<file path="src/rtl/usec_timer_pkg.sv">
package usec_timer_pkg;

    localparam int HALF_W  = 32;
    localparam int CNT_W   = 2 * HALF_W;
    localparam int N_ALARM = 4;
    localparam int ADDR_W  = 4;

    typedef enum logic [ADDR_W-1:0] {
        RA_STAGE_LO  = 4'd0,
        RA_COMMIT_HI = 4'd1,
        RA_SNAP_LO   = 4'd2,
        RA_SNAP_HI   = 4'd3,
        RA_LIVE_LO   = 4'd4,
        RA_LIVE_HI   = 4'd5,
        RA_ALARM0    = 4'd6,
        RA_ALARM1    = 4'd7,
        RA_ALARM2    = 4'd8,
        RA_ALARM3    = 4'd9,
        RA_ARMED     = 4'd10,
        RA_HALT      = 4'd11,
        RA_RAW       = 4'd12,
        RA_ENABLE    = 4'd13,
        RA_MASKED    = 4'd14,
        RA_TICKDIV   = 4'd15
    } reg_addr_e;

    typedef struct packed {
        logic              we;
        logic              re;
        logic [ADDR_W-1:0] addr;
        logic [HALF_W-1:0] wdata;
    } bus_req_t;

    function automatic logic hits(bus_req_t r, reg_addr_e a);
        return r.addr == a;
    endfunction

    function automatic logic [ADDR_W-1:0] alarm_addr(int idx);
        return ADDR_W'(int'(RA_ALARM0) + idx);
    endfunction

endpackage

</file>
<file path="src/rtl/usec_tick_div.sv">
module usec_tick_div #(
    parameter int DIV_W = 8
) (
    input  logic             clk,
    input  logic             rst,
    input  logic [DIV_W-1:0] div_i,
    output logic             tick_o
);
    logic [DIV_W-1:0] phase_q;
    logic             wrap;

    // a divisor of 0 or 1 gives a tick on every cycle
    assign wrap   = (div_i <= DIV_W'(1)) || (phase_q >= div_i - DIV_W'(1));
    assign tick_o = wrap;

    always_ff @(posedge clk) begin
        if (rst)       phase_q <= '0;
        else if (wrap) phase_q <= '0;
        else           phase_q <= phase_q + DIV_W'(1);
    end
endmodule

</file>
<file path="src/rtl/usec_counter64.sv">
module usec_counter64
    import usec_timer_pkg::*;
(
    input  logic              clk,
    input  logic              rst,
    input  logic              adv_i,
    input  logic              stage_we_i,
    input  logic              commit_we_i,
    input  logic [HALF_W-1:0] wdata_i,
    input  logic              snap_lo_re_i,
    input  logic              snap_hi_re_i,
    output logic [CNT_W-1:0]  count_o,
    output logic [HALF_W-1:0] snap_hi_o
);
    logic [CNT_W-1:0]  count_q;
    logic [HALF_W-1:0] staged_q;
    logic [HALF_W-1:0] held_q;
    logic              holding_q;

    always_ff @(posedge clk) begin
        if (rst) begin
            count_q   <= '0;
            staged_q  <= '0;
            held_q    <= '0;
            holding_q <= 1'b0;
        end else begin
            if (stage_we_i)       staged_q <= wdata_i;
            if (commit_we_i)      count_q  <= {wdata_i, staged_q};
            else if (adv_i)       count_q  <= count_q + CNT_W'(1);
            if (snap_lo_re_i) begin
                held_q    <= count_q[CNT_W-1:HALF_W];
                holding_q <= 1'b1;
            end else if (snap_hi_re_i) begin
                holding_q <= 1'b0;
            end
        end
    end

    assign count_o   = count_q;
    assign snap_hi_o = holding_q ? held_q : count_q[CNT_W-1:HALF_W];
endmodule

</file>
<file path="src/rtl/usec_alarm_bank.sv">
module usec_alarm_bank
    import usec_timer_pkg::*;
(
    input  logic                           clk,
    input  logic                           rst,
    input  logic                           adv_i,
    input  logic [HALF_W-1:0]              next_lo_i,
    input  logic [N_ALARM-1:0]             arm_we_i,
    input  logic [HALF_W-1:0]              wdata_i,
    input  logic [N_ALARM-1:0]             disarm_i,
    input  logic [N_ALARM-1:0]             raw_clr_i,
    output logic [N_ALARM-1:0][HALF_W-1:0] target_o,
    output logic [N_ALARM-1:0]             armed_o,
    output logic [N_ALARM-1:0]             raw_o,
    output logic [N_ALARM-1:0]             fire_o
);
    for (genvar i = 0; i < N_ALARM; i++) begin : g_ch
        logic [HALF_W-1:0] tgt_q;
        logic              armed_q;
        logic              raw_q;
        logic              fire;

        // a write to the target or to the disarm bit wins over a match
        assign fire = armed_q && adv_i && (next_lo_i == tgt_q)
                      && !disarm_i[i] && !arm_we_i[i];

        always_ff @(posedge clk) begin
            if (rst) begin
                tgt_q   <= '0;
                armed_q <= 1'b0;
                raw_q   <= 1'b0;
            end else begin
                if (arm_we_i[i])              tgt_q   <= wdata_i;
                if (arm_we_i[i])              armed_q <= 1'b1;
                else if (disarm_i[i] || fire) armed_q <= 1'b0;
                if (fire)                     raw_q   <= 1'b1;
                else if (raw_clr_i[i])        raw_q   <= 1'b0;
            end
        end

        assign target_o[i] = tgt_q;
        assign armed_o[i]  = armed_q;
        assign raw_o[i]    = raw_q;
        assign fire_o[i]   = fire;
    end
endmodule

</file>
<file path="src/rtl/usec_alarm_timer.sv">
module usec_alarm_timer
    import usec_timer_pkg::*;
#(
    parameter int DIV_W = 8
) (
    input  logic              clk,
    input  logic              rst,
    input  logic [ADDR_W-1:0] bus_addr,
    input  logic              bus_we,
    input  logic [HALF_W-1:0] bus_wdata,
    input  logic              bus_re,
    output logic [HALF_W-1:0] bus_rdata,
    output logic [N_ALARM-1:0] irq_o
);
    localparam logic [DIV_W-1:0] DIV_RESET = DIV_W'(1);

    bus_req_t req;
    assign req = '{we: bus_we, re: bus_re, addr: bus_addr, wdata: bus_wdata};

    logic                           halt_q;
    logic [N_ALARM-1:0]             en_q;
    logic [DIV_W-1:0]               div_q;
    logic [HALF_W-1:0]              rdata_q;
    logic                           tick;
    logic                           adv;
    logic                           commit;
    logic [CNT_W-1:0]               count;
    logic [HALF_W-1:0]              snap_hi;
    logic [N_ALARM-1:0]             arm_we;
    logic [N_ALARM-1:0]             disarm;
    logic [N_ALARM-1:0]             raw_clr;
    logic [N_ALARM-1:0][HALF_W-1:0] target;
    logic [N_ALARM-1:0]             armed;
    logic [N_ALARM-1:0]             raw;
    logic [N_ALARM-1:0]             fire;
    logic [HALF_W-1:0]              next_lo;

    assign commit  = req.we && hits(req, RA_COMMIT_HI);
    assign adv     = tick && !halt_q && !commit;
    assign next_lo = count[HALF_W-1:0] + HALF_W'(1);
    assign disarm  = (req.we && hits(req, RA_ARMED)) ? req.wdata[N_ALARM-1:0] : '0;
    assign raw_clr = (req.we && hits(req, RA_RAW))   ? req.wdata[N_ALARM-1:0] : '0;

    for (genvar i = 0; i < N_ALARM; i++) begin : g_arm
        assign arm_we[i] = req.we && (req.addr == alarm_addr(i));
    end

    usec_tick_div #(.DIV_W(DIV_W)) u_div (
        .clk    (clk),
        .rst    (rst),
        .div_i  (div_q),
        .tick_o (tick)
    );

    usec_counter64 u_cnt (
        .clk          (clk),
        .rst          (rst),
        .adv_i        (adv),
        .stage_we_i   (req.we && hits(req, RA_STAGE_LO)),
        .commit_we_i  (commit),
        .wdata_i      (req.wdata),
        .snap_lo_re_i (req.re && hits(req, RA_SNAP_LO)),
        .snap_hi_re_i (req.re && hits(req, RA_SNAP_HI)),
        .count_o      (count),
        .snap_hi_o    (snap_hi)
    );

    usec_alarm_bank u_alm (
        .clk       (clk),
        .rst       (rst),
        .adv_i     (adv),
        .next_lo_i (next_lo),
        .arm_we_i  (arm_we),
        .wdata_i   (req.wdata),
        .disarm_i  (disarm),
        .raw_clr_i (raw_clr),
        .target_o  (target),
        .armed_o   (armed),
        .raw_o     (raw),
        .fire_o    (fire)
    );

    always_ff @(posedge clk) begin
        if (rst) begin
            halt_q <= 1'b0;
            en_q   <= '0;
            div_q  <= DIV_RESET;
        end else if (req.we) begin
            if (hits(req, RA_HALT))    halt_q <= req.wdata[0];
            if (hits(req, RA_ENABLE))  en_q   <= req.wdata[N_ALARM-1:0];
            if (hits(req, RA_TICKDIV)) div_q  <= req.wdata[DIV_W-1:0];
        end
    end

    logic [HALF_W-1:0] rd_mux;
    always_comb begin
        rd_mux = '0;
        case (req.addr)
            RA_SNAP_LO, RA_LIVE_LO: rd_mux = count[HALF_W-1:0];
            RA_SNAP_HI:             rd_mux = snap_hi;
            RA_LIVE_HI:             rd_mux = count[CNT_W-1:HALF_W];
            RA_ALARM0:              rd_mux = target[0];
            RA_ALARM1:              rd_mux = target[1];
            RA_ALARM2:              rd_mux = target[2];
            RA_ALARM3:              rd_mux = target[3];
            RA_ARMED:               rd_mux = HALF_W'(armed);
            RA_HALT:                rd_mux = HALF_W'(halt_q);
            RA_RAW:                 rd_mux = HALF_W'(raw);
            RA_ENABLE:              rd_mux = HALF_W'(en_q);
            RA_MASKED:              rd_mux = HALF_W'(raw & en_q);
            RA_TICKDIV:             rd_mux = HALF_W'(div_q);
            default:                rd_mux = '0;
        endcase
    end

    always_ff @(posedge clk) begin
        if (rst)         rdata_q <= '0;
        else if (req.re) rdata_q <= rd_mux;
    end

    assign bus_rdata = rdata_q;
    assign irq_o     = raw & en_q;
endmodule

</file>
<file path="config.mk">
export PLATFORM = sky130hd
export DESIGN_NAME = usec_alarm_timer
export DESIGN_NICKNAME = d
export VERILOG_FILES = /design/src/rtl/usec_timer_pkg.sv /design/src/rtl/usec_tick_div.sv /design/src/rtl/usec_counter64.sv /design/src/rtl/usec_alarm_bank.sv /design/src/rtl/usec_alarm_timer.sv
export SDC_FILE = /design/constraint.sdc
export NUM_CORES = 1
export LEC_CHECK = 0
export ABC_AREA = 1
export ABC_CLOCK_PERIOD_IN_PS = 5900
export BUFFER_PORTS_ARGS = -buffer_cell sky130_fd_sc_hd__buf_2
export CAP_MARGIN = 40
export CORE_ASPECT_RATIO = 1.25
export CORE_UTILIZATION = 30
export CTS_CLUSTER_DIAMETER = 80
export DETAILED_ROUTE_END_ITERATION = 12
export PLACE_DENSITY = 0.43
export REMOVE_ABC_BUFFERS = 1
export SYNTH_ARGS = -nofsm -noshare
export SYNTH_HDL_FRONTEND = slang
export SYNTH_SLANG_ARGS = --single-unit
export TNS_END_PERCENT = 100
</file>
<file path="constraint.sdc">
create_clock -name clk -period 5.9 [get_ports clk]
set_input_delay 1.18 -clock clk [delete_from_list [all_inputs] [get_ports clk]]
set_output_delay 1.18 -clock clk [all_outputs]
set_load 0.005 [all_outputs]
</file>
# --- Yosys cells after proc, flatten, opt, wreduce, memory -nomap -nowiden ---
# Cells that the tools add are included.
totals:
  out_inout_bits: 36
  input_bits: 40
  word_cells: 131
  reg_bits: 318
classes:
  reduce_logical: 59
  n_mux: 24
  bitwise_logic: 2
  n_lt_le_gt_ge: 2
  addsub: 4
  n_eq_ne: 19
ops:
  columns: ["op", "count"]
  rows:
  - ["32-bit case mux with 13 select lines", 1]
  - ["32-bit equality test", 4]
  - ["64-bit 2-to-1 mux", 2]
  - ["64-bit by 1-bit adder with 64-bit output (second input constant)", 1]
  - ["32-bit by 1-bit adder with 32-bit output (second input constant)", 1]
  - ["4-bit equality test (second input constant)", 8]
  - ["32-bit 2-to-1 mux", 1]
  - ["1-bit logical AND", 28]
  - ["2-bit nonzero test", 10]
  - ["1-bit 2-to-1 mux", 18]
  - ["4-bit by 3-bit equality test with 1-bit output (second input constant)", 4]
  - ["1-bit zero test", 10]
  - ["8-bit by 1-bit adder with 8-bit output (second input constant)", 1]
  - ["4-bit bitwise AND", 2]
  - ["4-bit by 2-bit equality test with 1-bit output (second input constant)", 2]
  - ["8-bit >= comparator", 1]
  - ["8-bit by 1-bit less-or-equal comparator with 1-bit output (second input constant)", 1]
  - ["4-bit 2-to-1 mux", 2]
  - ["8-bit by 1-bit subtractor with 8-bit output (second input constant)", 1]
  - ["2-bit AND reduction", 3]
  - ["1-bit logical OR", 5]
  - ["4-bit by 1-bit equality test with 1-bit output (second input constant)", 1]
  - ["4-bit zero test", 1]
  - ["2-bit OR reduction", 2]

# --- Longest topological paths before layout ---
logic_depth:
  word_depth: 12
  ltp_mapped: 18
  mapped_depth_nobuf: 17

# --- By module ---
# From an unflattened synthesis, not the netlist that was laid out.
hier_totals:
  hier_cells: 3247
  hier_area_um2: 19937.9
modules_own_cells:
  columns: ["module", "seq_area_each_um2", "cells_per_inst", "area_each_um2", "n_inst"]
  rows:
  - ["usec_alarm_bank", 2722.6, 1309, 8050.2, 1]
  - ["usec_counter64", 2582.5, 1050, 6960.4, 1]
  - ["usec_alarm_timer", 900.9, 781, 4207.8, 1]
  - ["usec_tick_div", 160.2, 107, 719.4, 1]

# --- Worst setup path after synthesis ---
# No wires, ideal clock.
synth_path:
  path_type: "input port to flip-flop"
  start: "in bus_addr[3]"
  end: "reg u_alm.g_ch[1].tgt_q[30]"
  arrival_ns: 2.614
  cell_stages: 10
  setup_ns: 0.128
  path_slack_ns: 3.158
  t_required_ns: 5.772
  path_buffers: 2
  path_cell_list: "inv_1 > nand2_1 > nor2_1 > clkinv_1 > nor2_1 > inv_1 > clkbuf_1 > clkbuf_1 > o21ai_0 > a21oi_1"
synth_between:
  elab_chain_cells: 2
synth_rtl:
  columns: ["item", "line", "source"]
  rows:
  - ["from (decl)", "usec_alarm_timer.sv:8", "input logic [ADDR_W-1:0] bus_addr,"]
  - ["4-bit by 3-bit equality test with 1-bit output", "usec_alarm_timer.sv:45", "assign arm_we[i] = req.we && (req.addr == alarm_addr(i));"]
  - ["1-bit logical AND", "usec_alarm_timer.sv:45", null]
  - ["to (signal assigned)", "usec_alarm_bank.sv:33", "if (arm_we_i[i]) tgt_q <= wdata_i;"]
  - ["to (decl)", "usec_alarm_bank.sv:18", "logic [HALF_W-1:0] tgt_q;"]
# No other way between the ends.
# A chain may end at the register's enable or synchronous reset.

# --- Worst setup path in the final report ---
layout_path:
  start: "reg u_cnt.count_q[13] (netlist: u_cnt.count_o[13])"
  end: "reg u_alm.g_ch[3].raw_q"
layout_between:
  elab_chain_cells: 6
  elab_cells_between_ends: 7
  cone_classes: "add/sub (1); eq/ne (1); mux (1); reduce/logical (4)"
layout_rtl:
  columns: ["item", "line", "source"]
  rows:
  - ["from (decl)", "usec_counter64.sv:15", "logic [CNT_W-1:0] count_q;"]
  - ["from (signal assigned)", "usec_counter64.sv:28", "if (commit_we_i) count_q <= {wdata_i, staged_q};"]
  - ["from (signal assigned)", "usec_counter64.sv:29", "else if (adv_i) count_q <= count_q + CNT_W'(1);"]
  - ["32-bit by 1-bit adder with 32-bit output (*)", "usec_alarm_timer.sv:40", "assign next_lo = count[HALF_W-1:0] + HALF_W'(1);"]
  - ["32-bit equality test (*)", "usec_alarm_bank.sv:24", "assign fire = armed_q && adv_i && (next_lo_i == tgt_q)"]
  - ["1-bit logical AND (*)", "usec_alarm_bank.sv:24", null]
  - ["1-bit logical AND (*) (2 in series)", "usec_alarm_bank.sv:25", "&& !disarm_i[i] && !arm_we_i[i];"]
  - ["1-bit 2-to-1 mux or 2-bit nonzero test (tied branches)", null, null]
  - ["to (signal assigned)", "usec_alarm_bank.sv:31", "raw_q <= 1'b0;"]
  - ["to (signal assigned)", "usec_alarm_bank.sv:36", "if (fire) raw_q <= 1'b1;"]
  - ["to (signal assigned)", "usec_alarm_bank.sv:37", "else if (raw_clr_i[i]) raw_q <= 1'b0;"]
  - ["to (decl)", "usec_alarm_bank.sv:20", "logic raw_q;"]
# Every way passes the cells marked *; elsewhere a longest branch is shown, timed or not.

==> impl_metrics.ini <==
[pwr]
ir_drop_uv = 166.0
leakagePower_nw = 8.180
power_switching_mw = 1.445
seq_power_share_pct = 41.7
power-per-cell-area_mw_per_mm2 = 254.9
clkPwrFrac_pct = 49.8
p_comb_share_pct = 8.4
p_int_mw = 3.892
sw_frac_of_total_pct = 27.08

[final_layout]
regArea_mm2 = 0.006366
antenna_cells = 0
multiInputGateArea_mm2 = 0.01012
stdcell_count = 3726
n_fill_cell = 6557
final_util_pct = 34.94
nets = 2985
area_growth_pct = 14.36
drive_above_1_share_pct = 7.599

[synthesis]
synth_cells = 2914
yosysSeqAreaShare_pct = 34.77
synth.most_common_cell = nand2_1
synth_top_cells_by_area = dfxtp_1, nand2_1, a21oi_1
netlist.area_leader.share_pct = 34.77
synthTopCellsByCount = nand2_1, inv_1, dfxtp_1, a21oi_1, o21ai_0
synth_cell_types = 45
yosys_warnings = 0
mappedNetlistArea_mm2 = 0.01831
synth_top_flop_cell = dfxtp_1
yosysTopAreaCell = dfxtp_1
postSynthAreaPerCell_um2 = 6.283
synth_edf_count = 0
synth-seq-cells = 318
synthArstFlopShare_pct = 0

[cts]
cts_buffer_depth = 3
cts_buffers = 42
cts_max_level = 2
cts.sinks = 318
cts_tree = yes
hold_buffers = 0
cts-root-buf = clkbuf_16
cts_setup_buffers = 0
insertion_delay_ns = 0.59
cts-resized-gates = 0
path_clk_slew_ns = 0.06

[sta]
finalSetupTns_ns = 0
fin_skew_ns = 0.03158
min_period_ns = 3.801
max_slew_margin_pct = 39.72
report.final.slew_viol_count = 0
fmax_mhz = 263.1
rsz0062_at_grt = false
tightest_slew_ns = 0.9042
hold_violations = 0
setup_viol = 0
finalCritPeriodShare_pct = 64.42

[grt]
overflow = 0
grt_use_total_pct = 28.15
grt_pass1_wl_um = 128800
grt_max_degree = 137
grt_pass1_vias = 19143
antenna_found_initial = 0

[routing]
drc = 0
wl_um = 88200
via_per_inst = 5.343
postRouteAntennaNets = 0
post_drt_wl_per_cell_um = 23.67
detail_route.first_pass.iterations = 5
vias = 19908
drtIter0Drc = 1519

[floorplanning]
die_area_mm2 = 0.06203
core_mm2 = 0.05993
boundaryPins = 76
die_x_um = 223.0
die_y_um = 278.2
initial_core_util_pct = 30.55
rows = 100

[min_path]
hp-class = reg -> reg

[placed_design]
hpwl_um = 64250
io_buffers = 75
dp_cells = 3654
routabilityCongestion = 0.9752

[setup_path]
crit_type = reg -> reg
cp-end-kind = register
max_stage_delay_ns = 0.66
slowest_stage = nor2_2
start_kind = register
path_cells = nand2_1 -> nor2_1 -> nand2_1 -> nor2_2 -> nand2_1 -> nand2_1 -> nand3_1 -> nand2_1 -> nand2_1 -> nor2_1 -> nand3_1 -> nor2_1 -> nand3_1 -> a21oi_1
worst-path-buf-inv = 0
required_ns = 6.39
cpMostUsedCell = nand2_1
path_delay_family = simple AND/OR/NAND/NOR gates
critPathMaxFanout = 11
crit_arrival_ns = 4.29

[run]
drv_cap = 0

[run_status]
status = finished clean
==> path summary, 6_finish.rpt <==
check                                                      from  cells after the start                               end  slack (ns)
worst min register to register  u_cnt.staged_q[29]$_SDFFE_PP0P_                      2   u_cnt.staged_q[29]$_SDFFE_PP0P_        0.44
worst max-delay path             u_cnt.count_o[13]$_SDFFE_PP0P_                     14  u_alm.g_ch[3].raw_q$_SDFFE_PP0P_        2.10
worst max register to register   u_cnt.count_o[13]$_SDFFE_PP0P_                     14  u_alm.g_ch[3].raw_q$_SDFFE_PP0P_        2.10
worst min-delay path            u_cnt.staged_q[29]$_SDFFE_PP0P_                      2   u_cnt.staged_q[29]$_SDFFE_PP0P_        0.44
==> per-stage QoR <==
step	worst slack (ns)	power (mW)	hold WS [ns]	instance area, um2
final	2.099	5.337	0.4447	20940
after global routing	1.801	5.525	0.4585	20940
after CTS	2.085	5.399	0.4457	20940
after detailed placement	1.767	2.720	0.4367	19540
after global placement	1.816	2.711	0.4328	19410
after floorplan	0.8320	2.481	0.4253	17800
==> area by class of cell <==
cell class              count  area share (%)
well taps                 765           4.571
clock buffers              63           6.167
inverters                 362           6.501
flip-flops and latches    318           30.40
multi-input cells        2101           48.32
repair buffers            108           3.514
clock inverters             9          0.5258
==> kinds of logic after synthesis <==
| logic type | synth area share (%) |
|---|---|
| AOI/OAI and AO/OA | 20.17 |
| xor gates and xnor gates | 2.494 |
| adders and majority gates | 0.8200 |
| buffers and inverters | 10.22 |
| DFF | 34.77 |
| and+or+nand+nor | 31.52 |
==> worst min-delay path: stages (launching register included) <==
cell and delay [ns]:
dfxtp_1 0.30, inv_1 0.05, a21oi_1 0.05
==> cells in the final DEF, fill, tap and decap left out, types with 12 or more instances in the layout <==
cell	Yosys	routed
nor2_1	228	224
a221oi_1	12	12
o221ai_1	12	12
inv_1	357	351
clkbuf_8	0	14
clkbuf_16	0	43
o21ai_0	252	252
ha_1	12	12
buf_4	2	27
nor3_1	23	23
nand4_1	38	38
nand3_1	251	249
buf_2	4	74
dfxtp_1	318	318
nand2_1	764	764
a31oi_1	40	40
a21oi_1	305	305
xor2_1	39	39
o22ai_1	44	43
==> registers in the layout, indices dropped and copies added (netlist names), 4 cells and up <==
signal	flops
div_q	8
u_alm.g_ch.tgt_q	128
u_alm.g_ch.raw_q	4
en_q	4
u_cnt.count_o	64
u_cnt.held_q	32
bus_rdata	32
u_cnt.staged_q	32
u_div.phase_q	8
u_alm.g_ch.armed_q	4
==> routing by layer <==
metal  routed length (um)  up-vias  GRT usage (%)
li1                     -     9634              -
met1                35840     9433          33.32
met2                43170      643          49.28
met3                 4377      198          3.674
met4                 4821        0          14.89
met5                    0        -              0
==> power by group through the flow <==
stage          clock, mW  sequential (mW)  combinational, mW
2_1_floorplan          0             2.26              0.222
3_3_place_gp           0             2.27              0.438
3_5_place_dp           0             2.27              0.447
4_1_cts             2.73             2.23              0.448
5_1_grt             2.81             2.23              0.485
6_report            2.66             2.23              0.450
(Power assumes the default switching activity.)
